`src/rtl/dib_pkg.sv`:
```
package dib_pkg;

  typedef enum logic {
    ORDER_QUEUE = 1'b0,
    ORDER_STACK = 1'b1
  } dibOrder_e;

  // Strobes from the control to the storage datapath.
  typedef struct packed {
    logic wrEn;      // write the push fields this cycle
    logic stackSel;  // read the newest entry instead of the oldest
  } dibStrobe_t;

endpackage

```
`src/rtl/dib_ctrl.sv`:
```
module dib_ctrl
  import dib_pkg::*;
#(
  parameter int DEPTH  = 4,
  parameter int PRIO_W = 3,
  localparam int IDX_W = (DEPTH > 1) ? $clog2(DEPTH) : 1,
  localparam int CNT_W = $clog2(DEPTH + 1)
) (
  input  logic              clk,
  input  logic              rstN,
  input  logic              modeStack,
  input  logic              intEnable,
  input  logic              pushValid,
  input  logic [PRIO_W-1:0] pushPrio,
  input  logic              popReady,
  input  logic [PRIO_W-1:0] headPrio,
  output dibStrobe_t        strobe,
  output logic [IDX_W-1:0]  wrIdx,
  output logic [IDX_W-1:0]  oldIdx,
  output logic [IDX_W-1:0]  newIdx,
  output logic              pushReject,
  output logic              popValid,
  output logic              full,
  output logic              empty,
  output logic              overflow
);

  function automatic logic [IDX_W-1:0] stepUp(input logic [IDX_W-1:0] p);
    return (p == IDX_W'(DEPTH - 1)) ? '0 : p + 1'b1;
  endfunction

  function automatic logic [IDX_W-1:0] stepDown(input logic [IDX_W-1:0] p);
    return (p == '0) ? IDX_W'(DEPTH - 1) : p - 1'b1;
  endfunction

  logic [IDX_W-1:0] rdPtr, wrPtr;
  logic [CNT_W-1:0] count;
  dibOrder_e        modeReg, modeEff;
  logic             stackMode, prioLow, pushOk, popFire, overflowReg;

  assign empty     = (count == '0);
  assign full      = (count == CNT_W'(DEPTH));
  assign modeEff   = empty ? dibOrder_e'(modeStack) : modeReg;
  assign stackMode = (modeEff == ORDER_STACK);

  assign oldIdx = rdPtr;
  assign newIdx = stepDown(wrPtr);

  assign prioLow    = stackMode && !empty && (pushPrio <= headPrio);
  assign pushReject = pushValid && prioLow;
  assign pushOk     = pushValid && !prioLow && !full;
  assign popValid   = intEnable && !empty;
  assign popFire    = popValid && popReady;
  assign overflow   = overflowReg;

  // In stack order a simultaneous pop frees the top slot for the new entry.
  assign wrIdx = (stackMode && popFire) ? newIdx : wrPtr;

  always_comb begin
    strobe          = '0;
    strobe.wrEn     = pushOk;
    strobe.stackSel = stackMode;
  end

  always_ff @(posedge clk or negedge rstN) begin
    if (!rstN) begin
      rdPtr       <= '0;
      wrPtr       <= '0;
      count       <= '0;
      modeReg     <= ORDER_QUEUE;
      overflowReg <= 1'b0;
    end else begin
      modeReg <= modeEff;
      if (pushValid && !prioLow && full) overflowReg <= 1'b1;
      if (stackMode) begin
        if (pushOk && !popFire)      wrPtr <= stepUp(wrPtr);
        else if (popFire && !pushOk) wrPtr <= stepDown(wrPtr);
      end else begin
        if (pushOk)  wrPtr <= stepUp(wrPtr);
        if (popFire) rdPtr <= stepUp(rdPtr);
      end
      if (pushOk && !popFire)      count <= count + 1'b1;
      else if (popFire && !pushOk) count <= count - 1'b1;
    end
  end

  assert_count_bound_R7: assert property (@(posedge clk) disable iff (!rstN)
    count <= CNT_W'(DEPTH));

  assert_single_pop_R6: assert property (@(posedge clk) disable iff (!rstN)
    (popFire && !pushOk) |=> (count == $past(count) - 1'b1));

  assert_no_overflow_R8: assert property (@(posedge clk) disable iff (!rstN)
    overflowReg |=> overflowReg);

  assert_mode_hold_R9: assert property (@(posedge clk) disable iff (!rstN)
    !empty |=> $stable(modeReg));

  assert_reject_stores_nothing_R5: assert property (@(posedge clk) disable iff (!rstN)
    (pushReject && !popFire) |=> (count == $past(count)));

endmodule

```
`src/rtl/dib_store.sv`:
```
module dib_store
  import dib_pkg::*;
#(
  parameter int DEPTH  = 4,
  parameter int ID_W   = 5,
  parameter int PRIO_W = 3,
  parameter int ADDR_W = 16,
  localparam int IDX_W = (DEPTH > 1) ? $clog2(DEPTH) : 1
) (
  input  logic              clk,
  input  logic              rstN,
  input  dibStrobe_t        strobe,
  input  logic [IDX_W-1:0]  wrIdx,
  input  logic [IDX_W-1:0]  oldIdx,
  input  logic [IDX_W-1:0]  newIdx,
  input  logic [ID_W-1:0]   inId,
  input  logic [PRIO_W-1:0] inPrio,
  input  logic [ADDR_W-1:0] inAddr,
  output logic [ID_W-1:0]   outId,
  output logic [PRIO_W-1:0] outPrio,
  output logic [ADDR_W-1:0] outAddr
);

  logic [ID_W-1:0]   idMem   [DEPTH];
  logic [PRIO_W-1:0] prioMem [DEPTH];
  logic [ADDR_W-1:0] addrMem [DEPTH];
  logic [IDX_W-1:0]  rdIdx;

  for (genvar g = 0; g < DEPTH; g++) begin : gSlot
    always_ff @(posedge clk or negedge rstN) begin
      if (!rstN) begin
        idMem[g]   <= '0;
        prioMem[g] <= '0;
        addrMem[g] <= '0;
      end else if (strobe.wrEn && (wrIdx == IDX_W'(g))) begin
        idMem[g]   <= inId;
        prioMem[g] <= inPrio;
        addrMem[g] <= inAddr;
      end
    end
  end

  assign rdIdx   = strobe.stackSel ? newIdx : oldIdx;
  assign outId   = idMem[rdIdx];
  assign outPrio = prioMem[rdIdx];
  assign outAddr = addrMem[rdIdx];

  assert_write_lands_R2: assert property (@(posedge clk) disable iff (!rstN)
    strobe.wrEn |=> (idMem[$past(wrIdx)] == $past(inId)
                     && addrMem[$past(wrIdx)] == $past(inAddr)));

endmodule

```
`src/rtl/deferred_irq_buffer.sv`:
```
module deferred_irq_buffer
  import dib_pkg::*;
#(
  parameter int DEPTH  = 4,
  parameter int ID_W   = 5,
  parameter int PRIO_W = 3,
  parameter int ADDR_W = 16,
  localparam int IDX_W = (DEPTH > 1) ? $clog2(DEPTH) : 1
) (
  input  logic              clk,
  input  logic              rstN,
  input  logic              modeStack,
  input  logic              intEnable,
  input  logic              pushValid,
  input  logic [ID_W-1:0]   pushId,
  input  logic [PRIO_W-1:0] pushPrio,
  input  logic [ADDR_W-1:0] pushAddr,
  output logic              pushReject,
  output logic              popValid,
  input  logic              popReady,
  output logic [ID_W-1:0]   popId,
  output logic [PRIO_W-1:0] popPrio,
  output logic [ADDR_W-1:0] popAddr,
  output logic              full,
  output logic              empty,
  output logic              overflow
);

  dibStrobe_t       strobe;
  logic [IDX_W-1:0] wrIdx, oldIdx, newIdx;

  dib_ctrl #(.DEPTH(DEPTH), .PRIO_W(PRIO_W)) uCtrl (
    .clk(clk), .rstN(rstN), .modeStack(modeStack), .intEnable(intEnable),
    .pushValid(pushValid), .pushPrio(pushPrio), .popReady(popReady),
    .headPrio(popPrio), .strobe(strobe), .wrIdx(wrIdx), .oldIdx(oldIdx),
    .newIdx(newIdx), .pushReject(pushReject), .popValid(popValid),
    .full(full), .empty(empty), .overflow(overflow)
  );

  dib_store #(.DEPTH(DEPTH), .ID_W(ID_W), .PRIO_W(PRIO_W), .ADDR_W(ADDR_W)) uStore (
    .clk(clk), .rstN(rstN), .strobe(strobe), .wrIdx(wrIdx), .oldIdx(oldIdx),
    .newIdx(newIdx), .inId(pushId), .inPrio(pushPrio), .inAddr(pushAddr),
    .outId(popId), .outPrio(popPrio), .outAddr(popAddr)
  );

  assert_replay_gated_R6: assert property (@(posedge clk) disable iff (!rstN)
    popValid |-> (intEnable && !empty));

  assert_flags_exclusive_R7: assert property (@(posedge clk) disable iff (!rstN)
    !(full && empty));

endmodule

```
`config.mk`:
```
export PLATFORM = sky130hd
export DESIGN_NAME = deferred_irq_buffer
export DESIGN_NICKNAME = d
export VERILOG_FILES = /design/src/rtl/dib_pkg.sv /design/src/rtl/dib_ctrl.sv /design/src/rtl/dib_store.sv /design/src/rtl/deferred_irq_buffer.sv
export SDC_FILE = /design/constraint.sdc
export NUM_CORES = 1
export LEC_CHECK = 0
export BUFFER_PORTS_ARGS = -buffer_cell sky130_fd_sc_hd__clkbuf_2
export CORE_MARGIN = 3
export CORE_UTILIZATION = 52
export DETAILED_ROUTE_END_ITERATION = 8
export GPL_ROUTABILITY_DRIVEN = 0
export HOLD_SLACK_MARGIN = 0.08
export PLACE_DENSITY_LB_ADDON = 0.3
export SLEW_MARGIN = 10
export SYNTH_ARGS = -nofsm -noshare
export SYNTH_HDL_FRONTEND = slang
export SYNTH_SLANG_ARGS = --single-unit
```
`constraint.sdc`:
```
create_clock -name clk -period 3.72 [get_ports clk]
set_input_delay 0.372 -clock clk [delete_from_list [all_inputs] [get_ports clk]]
set_output_delay 0.372 -clock clk [all_outputs]
set_load 0.1 [all_outputs]
```
==> metrics.md <==
| Metric | Value |
|---|---|
| Outcome | complete, but fails checks |
| Violated checks | negative setup slack |
| GRT Total Usage | 0.190 |
| DR iter-0 viols | 72 |
| Minimum clock period | between 3 and 4 ns |
| CP cell instances | nor3_4 > mux2i_4 > inv_4 > mux2i_4 > buf_12 > mux2i_1 > mux2_4 > ha_4 > nand3b_1 > a32o_2 > o21ai_4 > nor3b_4 > buf_6 > buf_8 > mux2_2 |
| I/O Buffers | between 50 and 60 |
| Crit-path most repeated cell | mux2i_4 |
| Seq/Total Area, Yosys | 0.530 |
| Post-synth top area share | 0.530 |
| Worst-skew pair later-pin latency | roughly 0.37 ns |
| Chip height | approximately 100 µm |
| Fin nets | between 400 and 500 |
| CTS Hold Buffers Added | 0 |
| Total Routed Length | between 10 and 15 mm |
| Fillers | between 600 and 700 |
| Crit-path max cell delay | about 0.43 ns |
| Slowest CP cell | dfrtp_2 |
| Layout Utilization | 0.696 |
| Fmax | ~0.27 GHz |
| Crit path launch type | flip-flop |
| Final setup viols | 30 |
| Avg Cell Area, Syn | roughly 16 µm² |
| RSZ-0062 raised after global routing | yes |
| Slew Limit Fails | 0 |
| Root Buffer | clkbuf_8 |
| Max cap viols | 0 |
| Initial antenna violation count | 0 |
| Xor/xnor cell area share of the yosys netlist | 0.00884 |
| Worst slew pin tran | 1.03 ns |
| Post-synthesis mux area share | 0.365 |
| Post-synthesis instance area | ~5000 µm² |
| Ports | 59 |
| Async S/R FF share, synth | 1.00 |
| Vias in the first global route | between 3000 and 4000 |
| Synth area leader | dfrtp_1 |
| Gate Count Post-Synth | between 300 and 400 |
| CP required | a little under 4 ns |
| Compound-cell area share of the yosys netlist | 0.0169 |
| Final worst-path cycle share | 1.01 |
| Layout cell share with drive strength beyond 1 | 0.630 |
| Largest net degree at the start of global routing | between 80 and 90 |
| Largest family of logic cells by synthesized area | multiplexers |
| Distinct cells, synth | 35 |
| Antenna Cells | 0 |
| Rel. slew slack | 0.315 |
| First-pass GRT wire length | ~16 mm |
| Post-DRT Antenna Nets | 0 |
| Pre-CTS WS | -0.109 ns |
| Number of synthesized flops with an enable pin | 0 |
| Vias per cell | approximately 5.6 |
| Die area | roughly 11000 µm² |
| PnR worst setup slack | -0.0352 ns |
| Synthesized flop and latch total | 105 |
| Yosys warns | 0 |
| H-tree depth | 3 |
| GR Overflow Total | 0 |
| Clock Pin Slew Worst Setup and Hold Paths | ~0.10 ns |
| Avg WL per Cell | around 19 µm |
| Area growth, synth to finish | 26.1% |
| Max Clock Skew | slightly above 0.01 ns |
| CTS Buf Count | 9 |
| Post-synth net total | 343 |
| CORE AREA | between 8000 and 9000 µm² |
| CTS tree | built |
| Worst hold-check path type | in -> async |
| Dpl hpwl | slightly below 7 mm |
| CTS sink count | between 100 and 150 |
| Cells taking the most area after synthesis | dfrtp_1 53%, mux2_2 22%, mux4_2 6.8% |
| Leading register cell type out of synthesis | dfrtp_1 |
| Final-report hold violation count | 0 |
| Post-Synth Simple-Gate Area | 0.0331 |
| Setup TNS Final | -0.574 ns |
| Routed vias | 2997 |
| Critical path arrival | approximately 4 ns |
| Clk buf depth | 2 |
| DRC Markers | 0 |
| DRT Pass-1 Iters | 4 |
| Die width | about 100 µm |
| Worst setup EP type | flip-flop |
| Critical path peak fanout | 7 |
| Crit path kind | reg -> reg |
| Initial Util | 0.552 |
| Cell row count | 34 |
| Synth Area in Adders | 0.0227 |
## critical path, delay by kind of cell, from the launching register on
kind	cells	cell delay (ns)
AOI/OAI and AO/OA	2	0.54
DFF	1	0.43
buffers and inverters	4	0.53
muxes	5	1.28
and+or+nand+nor	3	0.58
adders and majority gates	1	0.28
## cells in the mapped netlist, types with 2 or more instances
library cell	count
dfrtp_1	105
mux2_2	95
mux4_2	15
ha_1	9
mux2i_1	9
mux4_1	7
buf_2	6
mux2_1	6
inv_1	5
buf_4	4
nor2_1	4
xnor2_1	4
a21oi_1	3
nand3_1	3
nand3b_1	3
o21ai_0	3
a31oi_1	2
mux2i_4	2
nor3b_1	2
nor3b_4	2
## placed cells by master (no fill, tap or decap), types with 3 or more instances in the layout
cell	count
clkbuf_2	50
buf_8	3
mux4_1	6
dfrtp_1	103
xnor2_1	3
mux2_4	14
buf_12	4
mux2_2	83
clkbuf_8	11
mux2i_1	6
inv_1	5
mux4_2	16
mux2_1	4
mux2i_4	6
buf_6	8
nand3b_1	3
ha_4	4
nor3b_4	3
buf_4	36
ha_1	5
o21ai_0	3
nor2_1	4
## metal layers
metal  part of all wire  up-vias  track usage  routed length (µm)
met3              0.036       11       0.0423                 363
met2               0.51       52        0.326                5240
met5                  0        -            0                   0
li1                   -     1347            -                   -
met4             0.0081        0       0.0494                  83
met1               0.44     1587        0.247                4520
## final timing paths
| kind | slack, ns | startpoint | depth (start not counted) | end |
|---|---|---|---|---|
| worst max-delay path | -0.04 | uCtrl.count[0]$_DFFE_PN0P_ | 15 | uStore.prioMem[0]$_DFFE_PN0P_ |
| worst min-delay path | 0.17 | rstN | 1 | uStore.idMem[5]$_DFFE_PN0P_ |
| worst max register to register | -0.04 | uCtrl.count[0]$_DFFE_PN0P_ | 15 | uStore.prioMem[0]$_DFFE_PN0P_ |
| worst min register to register | 0.48 | uCtrl.overflow$_DFFE_PN0P_ | 1 | uCtrl.overflow$_DFFE_PN0P_ |
| max in group asynchronous | 2.74 | rstN | 2 | uStore.addrMem[62]$_DFFE_PN0P_ |
| min in group clk | 0.28 | pushAddr[15] | 2 | uStore.addrMem[47]$_DFFE_PN0P_ |
## registers in the layout, summed over array words and instances, names as in the netlist
name            cells
uCtrl.count         3
uCtrl.modeReg       1
uCtrl.oldIdx        2
uCtrl.overflow      1
uCtrl.wrPtr         2
uStore.addrMem     64
uStore.idMem       20
uStore.prioMem     12
## cell type report
type                            instances  area (µm²)  share of cell area
Clock buffer                           12         155              0.0248
Clock inverter                          4        73.8              0.0118
Inverter                                6        25.0             0.00401
Multi-Input combinational cell        181        2420               0.387
Sequential cell                       105        2630               0.421
Tap cell                              126         158              0.0252
Timing Repair Buffer                  103         786               0.126
## stage by stage
| stage | cells | hold WS [ns] | area, µm² |
|---|---|---|---|
| 2_1_floorplan | 304 | 0.0764 | 5070 |
| 3_3_place_gp | 504 | 0.452 | 5680 |
| 3_5_place_dp | 504 | 0.459 | 5680 |
| 4_1_cts | 528 | 0.203 | 6010 |
| 5_1_grt | 537 | 0.242 | 6250 |
| 6_report | 537 | 0.169 | 6250 |
## cells by family after synthesis
group | count (synthesis)
compound gates | 13
xor+xnor | 5
fa+ha+maj | 9
buf+inv | 18
flops | 105
mux | 135
simple gates | 19
## timing repair
| item | 4_1_cts | 5_1_grt |
|---|---|---|
| setup buffers | 7 | 7 |
| pin swaps | 6 | 5 |
| endpoints found under the hold margin | 0 | 0 |
| endpoints found under the setup margin | 75 | 96 |
| gates resized for setup | 6 | 32 |
| cloned | 1 | 2 |
Power is not shown: default switching activity piles up to over one toggle a cycle in this logic, so the estimate is an artifact.
